--- config.mk ---
export PLATFORM = sky130hd
export DESIGN_NAME = cfg_window
export DESIGN_NICKNAME = d
export VERILOG_FILES = /design/src/rtl/cfg_window.sv
export SDC_FILE = /design/constraint.sdc
export NUM_CORES = 1
export LEC_CHECK = 0
export CAP_MARGIN = 20
export CELL_PAD_IN_SITES_DETAIL_PLACEMENT = 1
export CELL_PAD_IN_SITES_GLOBAL_PLACEMENT = 2
export CORE_MARGIN = 2
export CORE_UTILIZATION = 30
export CTS_BUF_LIST = sky130_fd_sc_hd__clkbuf_8
export CTS_CLUSTER_DIAMETER = 30
export DETAILED_ROUTE_END_ITERATION = 6
export GPL_TIMING_DRIVEN = 0
export PLACE_DENSITY_LB_ADDON = 0.12
export SLEW_MARGIN = 0
export SYNTH_ARGS = -nofsm -noshare
export SYNTH_HDL_FRONTEND = slang
export SYNTH_SLANG_ARGS = --single-unit
export TNS_END_PERCENT = 1
--- constraint.sdc ---
create_clock -name clk -period 6.4 [get_ports clk]
set_clock_uncertainty 0.2 [all_clocks]
set_input_delay 0.64 -clock clk [delete_from_list [all_inputs] [get_ports clk]]
set_output_delay 0.64 -clock clk [all_outputs]
set_load 0.02 [all_outputs]
--- src/rtl/cfg_window.sv ---
module cfg_window #(
  parameter logic [31:0] SIGNATURE = "BOOT",
  parameter logic [31:0] REVISION  = 32'h0000_0000,
  parameter int          RAM_BYTES = 16,
  parameter int          ROM_BYTES = 12,
  parameter logic [15:0] KEY_RAM   = 16'h0002,
  parameter logic [15:0] KEY_ROM   = 16'h0003,
  parameter int          OFF_W     = 16
) (
  input  logic        clk,
  input  logic        rst_n,
  input  logic        req_valid,
  output logic        req_ready,
  input  logic [3:0]  req_addr,
  input  logic        req_write,
  input  logic [1:0]  req_size,
  input  logic [63:0] req_wdata,
  output logic        rsp_valid,
  output logic [63:0] rsp_rdata
);
  localparam logic [15:0] KEY_SIG = 16'h0000;
  localparam logic [15:0] KEY_REV = 16'h0001;
  localparam logic [3:0]  ADDR_DATA = 4'h0;
  localparam logic [3:0]  ADDR_SEL  = 4'h8;
  localparam int          RAM_IW  = (RAM_BYTES > 1) ? $clog2(RAM_BYTES) : 1;
  localparam logic [OFF_W:0] LEN_ID  = (OFF_W+1)'(4);
  localparam logic [OFF_W:0] LEN_RAM = (OFF_W+1)'(RAM_BYTES);
  localparam logic [OFF_W:0] LEN_ROM = (OFF_W+1)'(ROM_BYTES);

  logic [15:0]      key;
  logic [OFF_W-1:0] offset;
  logic [7:0]       ram [RAM_BYTES];
  logic [OFF_W:0]   item_len;
  logic [OFF_W:0]   pos [8];
  logic [7:0]       lane_on;
  logic [63:0]      rd_word;
  logic [3:0]       nbytes;
  logic [OFF_W:0]   off_sum;

  assign req_ready = 1'b1;
  wire acc      = req_valid && req_ready;
  wire data_hit = acc && req_addr == ADDR_DATA;
  wire sel_wr   = acc && req_write && req_addr == ADDR_SEL && req_size == 2'd1;
  wire ram_we   = data_hit && req_write && key == KEY_RAM;
  assign nbytes  = 4'd1 << req_size;
  assign off_sum = {1'b0, offset} + (OFF_W+1)'(nbytes);

  always_comb begin
    if (key == KEY_SIG || key == KEY_REV) item_len = LEN_ID;
    else if (key == KEY_RAM)              item_len = LEN_RAM;
    else if (key == KEY_ROM)              item_len = LEN_ROM;
    else                                  item_len = '0;
  end

  for (genvar j = 0; j < 8; j++) begin : g_lane
    logic [7:0] b;
    assign pos[j]     = {1'b0, offset} + (OFF_W+1)'(j);
    assign lane_on[j] = 4'(j) < nbytes;
    always_comb begin
      b = 8'h00;
      if (lane_on[j] && pos[j] < item_len) begin
        if (key == KEY_SIG)      b = 8'(SIGNATURE >> {2'd3 - pos[j][1:0], 3'b000});
        else if (key == KEY_REV) b = 8'(REVISION >> {pos[j][1:0], 3'b000});
        else if (key == KEY_RAM) b = ram[pos[j][RAM_IW-1:0]];
        else                     b = pos[j][7:0] * 8'd7 + 8'h11;
      end
    end
    assign rd_word[8*j +: 8] = b;
  end

  always_ff @(posedge clk) begin
    if (!rst_n) begin
      key    <= KEY_SIG;
      offset <= '0;
    end else if (sel_wr) begin
      key    <= {req_wdata[7:0], req_wdata[15:8]};
      offset <= '0;
    end else if (data_hit) begin
      offset <= off_sum[OFF_W] ? '1 : off_sum[OFF_W-1:0];
    end
  end

  always_ff @(posedge clk) begin
    if (!rst_n) begin
      for (int i = 0; i < RAM_BYTES; i++) ram[i] <= 8'h00;
    end else if (ram_we) begin
      for (int j = 0; j < 8; j++)
        if (lane_on[j] && pos[j] < LEN_RAM)
          ram[pos[j][RAM_IW-1:0]] <= req_wdata[8*j +: 8];
    end
  end

  always_ff @(posedge clk) begin
    if (!rst_n) begin
      rsp_valid <= 1'b0;
      rsp_rdata <= '0;
    end else begin
      rsp_valid <= acc;
      rsp_rdata <= (data_hit && !req_write) ? rd_word : '0;
    end
  end
endmodule


; Word level (Yosys, flattened, before mapping)
; Memory sizes are Yosys's and may differ from the RTL's. A register that Yosys moved wholly into a read port is not among the register bits.
; Index checks and enable logic that the tools add are counted.
; Widths: inputs -> output; s select.
[totals]
ff_bits = 97
mem_bits_rw = 128
in_bits = 74
output_inout_bits = 66
word_cells = 222
memories = 1
[op_classes]
n_addsub = 24
n_mul = 8
order_cmp = 24
eq_ne = 5
shift = 17
mux = 87
bitwise = 1
reduce_logical = 44
[memory_table]
columns = name, words, word_bits, rd, rd_ports_with_merged_regs, wr, line_no
row1 = ram, 16, 8, 8, 1, 16, 32  ; logic [7:0] ram [RAM_BYTES];
[ops]
columns = operator, count
row1 = $mux 8, 32
row2 = $shr 31x5->8 const A, 8
row3 = $lt 17x17->1, 7
row4 = $lt 17x5->1 const B, 7
row5 = $add 16x3->17 const B, 4
row6 = $add 8x5->8 const B, 8
row7 = $mul 8x3->8 const B, 8
row8 = $reduce_or 8->1, 8
row9 = $shr 1x5->8 const A, 8
row10 = $mux 4, 11
row11 = $mux 1, 41
row12 = $add 16x2->17 const B, 2
row13 = $eq 16x2->1 const B, 2
row14 = $reduce_and 3->1, 8
row15 = $logic_and 1x1->1, 23
row16 = $add 16x1->17 const B, 1
row17 = $add 16x4->17, 1
row18 = $lt 16x17->1, 1
row19 = $mux 17, 1
row20 = $eq 16x1->1 const B, 1
row21 = $logic_not 16->1, 1
row22 = $lt 16x5->1 const B, 1
row23 = $lt 3x4->1 const A, 4
row24 = $mux 16, 1
row25 = 12 further kinds, 21

; Logic depth before layout (Yosys ltp)
[logic_depth]
word_depth = 9
mapped_depth = 23
mapped_depth_nobuf = 17

; Worst setup path before layout
; No wires, ideal clock.
[synth_path]
path_type = register to register
start = register offset[1]
end = register rsp_rdata[15]
setup_ns = 0.115
arrival_time_ns = 6.420
t_required_ns = 6.085
slack_ns = -0.334
stages_incl_launch_ff = 20
n_path_buf = 6
synth_period_minus_slack_ns = 6.734
path_cell_list = dfxtp_1 > buf_1 > buf_1 > clkbuf_1 > clkinv_1 > ha_1 > clkbuf_1 > clkbuf_1 > clkbuf_1 > inv_1 > fa_1 > inv_1 > ha_1 > ha_1 > a21oi_1 > o21bai_1 > a21o_1 > a21oi_1 > xnor2_1 > a2111oi_0
[synth_between]
elab_chain_len = 6
word_cells_on_any_way = 13
cone_classes = add/sub (3) / mul (1) / order compare (1) / shift (2) / mux (3) / reduce/logical (2) / memory (1)
[synth_rtl]
columns = element, line_no
row1 = from (decl), 31  ; logic [OFF_W-1:0] offset;
row2 = from (signal assigned), 79  ; offset <= off_sum[OFF_W] ? '1 : off_sum[OFF_W-1:0];
row3 = $add 16x1->17 *, 57  ; assign pos[j] = {1'b0, offset} + (OFF_W+1)'(j);
row4 = $mul 8x3->8, 65  ; else b = pos[j][7:0] * 8'd7 + 8'h11;
row5 = $add 8x5->8, 65
row6 = $mux 8, 64  ; else if (key == KEY_RAM) b = ram[pos[j][RAM_IW-1:0]];
row7 = $mux 8, 63  ; else if (key == KEY_REV) b = 8'(REVISION >> {pos[j][1:0], 3'b000});
row8 = $mux 8, 62  ; if (key == KEY_SIG) b = 8'(SIGNATURE >> {2'd3 - pos[j][1:0], 3'b000});
row9 = to (signal assigned), 99  ; rsp_rdata <= (data_hit && !req_write) ? rd_word : '0;
row10 = to (decl), 19  ; output logic [63:0] rsp_rdata
; Every way passes the cells marked *; elsewhere a longest branch is shown, timed or not.
; A chain may end at the register's enable or synchronous reset.

==> implementation parameters <==
Parameter                              Value

Run status
  Outcome    finished with violations
  Failing checks    design-rule violations, negative setup slack

Global route
  Global router's overall resource usage    0.446
  Number of antenna violations at the first check in global routing    26
  First-pass GRT wire length    342 mm
  Largest net degree at the start of global routing    20
  Grt total ovfl    0
  Vias in the first global route    37.6k

Floorplan
  Die span in x    336 um
  I/O Pins    140
  Standard cell core area    109000 sq um
  Total Die Area    ~110000 sq um
  Starting density of the core    0.303
  Count of standard-cell rows    about 120
  DIE HEIGHT    336 um

Yosys
  Flip-flop cell with the highest count after synthesis    edfxtp_1
  Part of the Yosys area used for sequential elements    0.178
  Ys async rst share    0
  Adder-cell share of the synthesized area    0.0822
  Area fraction of the dominant cell type after synthesis    0.150
  XOR/XNOR share of the synthesized area    0.0348
  Syn Std Cell Area    between 30000 and 40000 sq um
  Post-Synthesis Cells    a little under 4k
  Cell variety after synth    ~110
  Simple-gate portion of the synthesized area    0.214
  Leading area contributor after synthesis    mux4_2
  Number of enable-type register cells in the synthesized netlist    between 100 and 150
  Top area cells in the synthesized netlist    mux4_2 15%, edfxtp_1 12%, ha_1 6.3%
  Complex-gate fraction of the synthesized area    0.242
  Average size of a mapped cell    around 8.5 sq um
  Dominant combinational cell family by area after synthesis    compound AO/OA/AOI/OAI gates
  Post-synthesis sequential element count    between 200 and 250
  Warnings, synthesis    0
  Share of synthesized area spent on multiplexers    0.178
  Syn_nets    4164

Placement
  Placed Cells incl. Taps    5456
  Placer congestion estimate    1.04
  Post-place setup slack    -5130 ps
  Port Buf Inserts    107
  Half-perimeter wire length after placement    211 mm

Timing
  Maximum clock rate    0.150 GHz
  Min Tclk post-route    6680 ps
  Unrepaired setup endpoints after global routing    true
  Worst Slack Setup Final    -285 ps
  Headroom to the max-slew limit    0.163
  Number of hold violations in the final report    0
  Worst-margin pin slew    approximately 1300 ps
  Final setup viols    69
  Final Max Slew Viols    0
  Final clock period utilization by the worst path    1.04

Clock network
  TritonCTS clock tree    yes
  Clock Path Buffers    3
  Number of buffers added by the clock tree synthesis step    43
  Insertion delay of the later-clocked pin in the worst-skew pair    660 ps
  Cell chosen for the clock root    clkbuf_8
  Hold buffer count at CTS    0
  CTS sink cnt    between 200 and 250
  Clock transition at the register clock pins on the worst setup and hold paths after CTS    60 ps
  Number of H-tree branching levels    2

Critical path
  Worst setup EP type    flop
  Largest fanout on the critical path    10
  Arrival time of data at the critical path endpoint    6780 ps
  Cell with the most instances on the worst path    clkbuf_1
  Worst path slowest cell    a222oi_1
  Critical path's largest stage delay    1000 ps
  Worst Setup Start Kind    flop
  Combined buffer and inverter count along the critical path    4
  Top cell family by delay on the critical path    compound AO/OA/AOI/OAI gates
  Required arrival time at the worst endpoint    6500 ps
  Cell breakdown of the critical path    ha_1, buf_4, and2_1, clkbuf_1, xnor2_1, o2111ai_1, clkbuf_1, and3_1, clkbuf_1, a32oi_1, o21ai_0, a222oi_1, o221ai_2
  Critical Setup Path Class    flop to flop

Pwr
  Final Power    4100 uW
  Power per unit of standard cell area    107 nW/um^2
  Register share of total power    0.401
  Internal cell power    2640 uW
  Worst vdd rail ir drop    ~99 uV
  Gate power share    0.236
  Switch Pwr    between 1000 and 1500 uW
  Leakage power summed over all cells    approximately 0.013 uW
  Portion of total power attributed to the clock network    0.363
  Fraction of power spent switching nets    0.356

Detailed routing
  Total via count in the routed design    39.3k
  Count of antenna-violating nets left after detailed routing    0
  # DRC    4
  Number of iterations in the first detailed-routing pass    7
  WL per Instance    46.5 um
  Starting DRC count in detailed routing    approximately 5.4k
  Per-cell via count in the routed design    7.09
  Total Wirelength    between 200 and 300 mm

Run
  Max Cap Violations    0

Layout
  Share of post-route cells with drive strength above 1    0.172
  Number of cells in the finished layout apart from fillers    5549
  Layout-stage area growth over the synthesis result    16.1%
  Post-layout net count    4368

Min path
  Hold Crit Class    flop to flop
## worst register-to-register path, cell delays in order, from the launching register on
cell       delay (ps)
dfxtp_2           660
ha_1              440
buf_4             280
and2_1            150
clkbuf_1          720
xnor2_1           410
o2111ai_1         620
clkbuf_1          410
and3_1            280
clkbuf_1          250
a32oi_1           260
o21ai_0           300
a222oi_1         1000
o221ai_2          390
## per-layer routing
| metal | share of wire | global-route usage | up-vias |
|---|---|---|---|
| li1 | - | - | 15800 |
| met1 | 0.39 | 0.564 | 20200 |
| met2 | 0.43 | 0.684 | 2708 |
| met3 | 0.088 | 0.0793 | 634 |
| met4 | 0.088 | 0.320 | 4 |
| met5 | 0.00011 | 0 | - |
## state kept, by name, indices dropped and copies added, names as in the netlist, named ones only
register,count
ram,128
rsp_rdata,64
offset,16
rsp_valid,1
key,16
## metrics by stage
stage | setup TNS, ps | hold WS, ps | utilization | cell area (sq um)
floorplan | 0 | 243 | - | 33000
global placement | -1431690 | 250 | 0.329 | 35800
detailed placement | -1243450 | 261 | 0.334 | 36400
CTS | -56.5 | 269 | 0.349 | 38000
global route | -4050 | 308 | 0.351 | 38300
finish | -6000 | 268 | 0.351 | 38300
## cell usage in the layout, fill, tap and decap left out, types with 63 or more instances in the layout
master / count
nand3_1: 108
nor4_1: 105
nor2_1: 236
clkdlybuf4s50_1: 107
nand2_1: 405
inv_1: 123
o21ai_0: 162
mux2i_1: 70
mux4_2: 220
nor3_1: 100
a22oi_1: 63
dfxtp_1: 97
a31oi_1: 64
xnor2_1: 109
a21oi_1: 169
buf_2: 86
a32oi_1: 100
edfxtp_1: 128
ha_1: 163
clkbuf_1: 252
nand4_1: 88
## cell families (layout without fill, tap and decap cells)
family	after synthesis	after routing
buf+inv	572	807
fa+ha+maj	198	198
flops	229	229
xor+xnor	130	130
compound gates	1094	1094
mux	309	309
other cells	1	9
simple gates	1359	1359
## power groups by stage
| stage | clock network (uW) | logic (uW) | registers, uW |
|---|---|---|---|
| after global routing | 1570 | 981 | 1640 |
| after CTS | 1510 | 923 | 1640 |
| after global placement | 0 | 900 | 1670 |
| final | 1480 | 967 | 1640 |
| after detailed placement | 0 | 907 | 1670 |
| after floorplan | 0 | 475 | 1630 |
## cells in the mapped netlist, types with 17 or more instances
| cell type | count |
|---|---|
| a221o_1 | 19 |
| buf_2 | 75 |
| buf_1 | 49 |
| and3_1 | 52 |
| a31oi_1 | 64 |
| o211ai_1 | 53 |
| mux4_2 | 220 |
| a21oi_1 | 171 |
| or4_1 | 37 |
| xnor2_1 | 119 |
| nand2_1 | 409 |
| o21ai_0 | 163 |
| o221ai_1 | 22 |
| a21o_1 | 31 |
| nand3_1 | 114 |
| o22ai_1 | 18 |
| a211oi_1 | 50 |
| inv_1 | 121 |
| nand4_1 | 88 |
| nor2b_1 | 18 |
| o311ai_0 | 26 |
| clkbuf_1 | 294 |
| and2_1 | 29 |
| or3_1 | 28 |
| nor4_1 | 114 |
| o2111ai_1 | 50 |
| dfxtp_1 | 101 |
| nor3_1 | 105 |
| a22oi_1 | 85 |
| a32oi_1 | 100 |
| edfxtp_1 | 128 |
| o21bai_1 | 17 |
| fa_1 | 31 |
| a21boi_0 | 24 |
| a221oi_1 | 54 |
| nor2_1 | 240 |
| nand2b_1 | 31 |
| mux2i_1 | 79 |
| ha_1 | 167 |
## final cells by class
cell class / instances / area [sq um]
clock inverter: 31 / 262
timing repair buffer: 166 / 1650
sequential: 229 / 5880
buffer: 432 / 2020
clock buffer: 45 / 619
antenna: 8 / 20.0
tap: 1414 / 1770
multi-input combinational: 3091 / 25500
fill: 12800 / 70700
inverter: 133 / 520
## path summary, 6_finish.rpt
path                                start         end  slack [ps]  cells after the start
worst min register to register    key[15]     key[15]         270                      2
worst max-delay path            offset[3]  ram[10][1]        -280                     13
worst max register to register  offset[3]  ram[10][1]        -280                     13
worst min-delay path              key[15]     key[15]         270                      2
## what timing repair did
action / in CTS / in global routing
pin swaps: 18 / 6
endpoints found under the hold margin: 0 / 0
resized for setup: 183 / 48
setup buffers: 10 / 0
endpoints found under the setup margin: 319 / 188
Note: power is estimated with default switching activity, not from simulation.
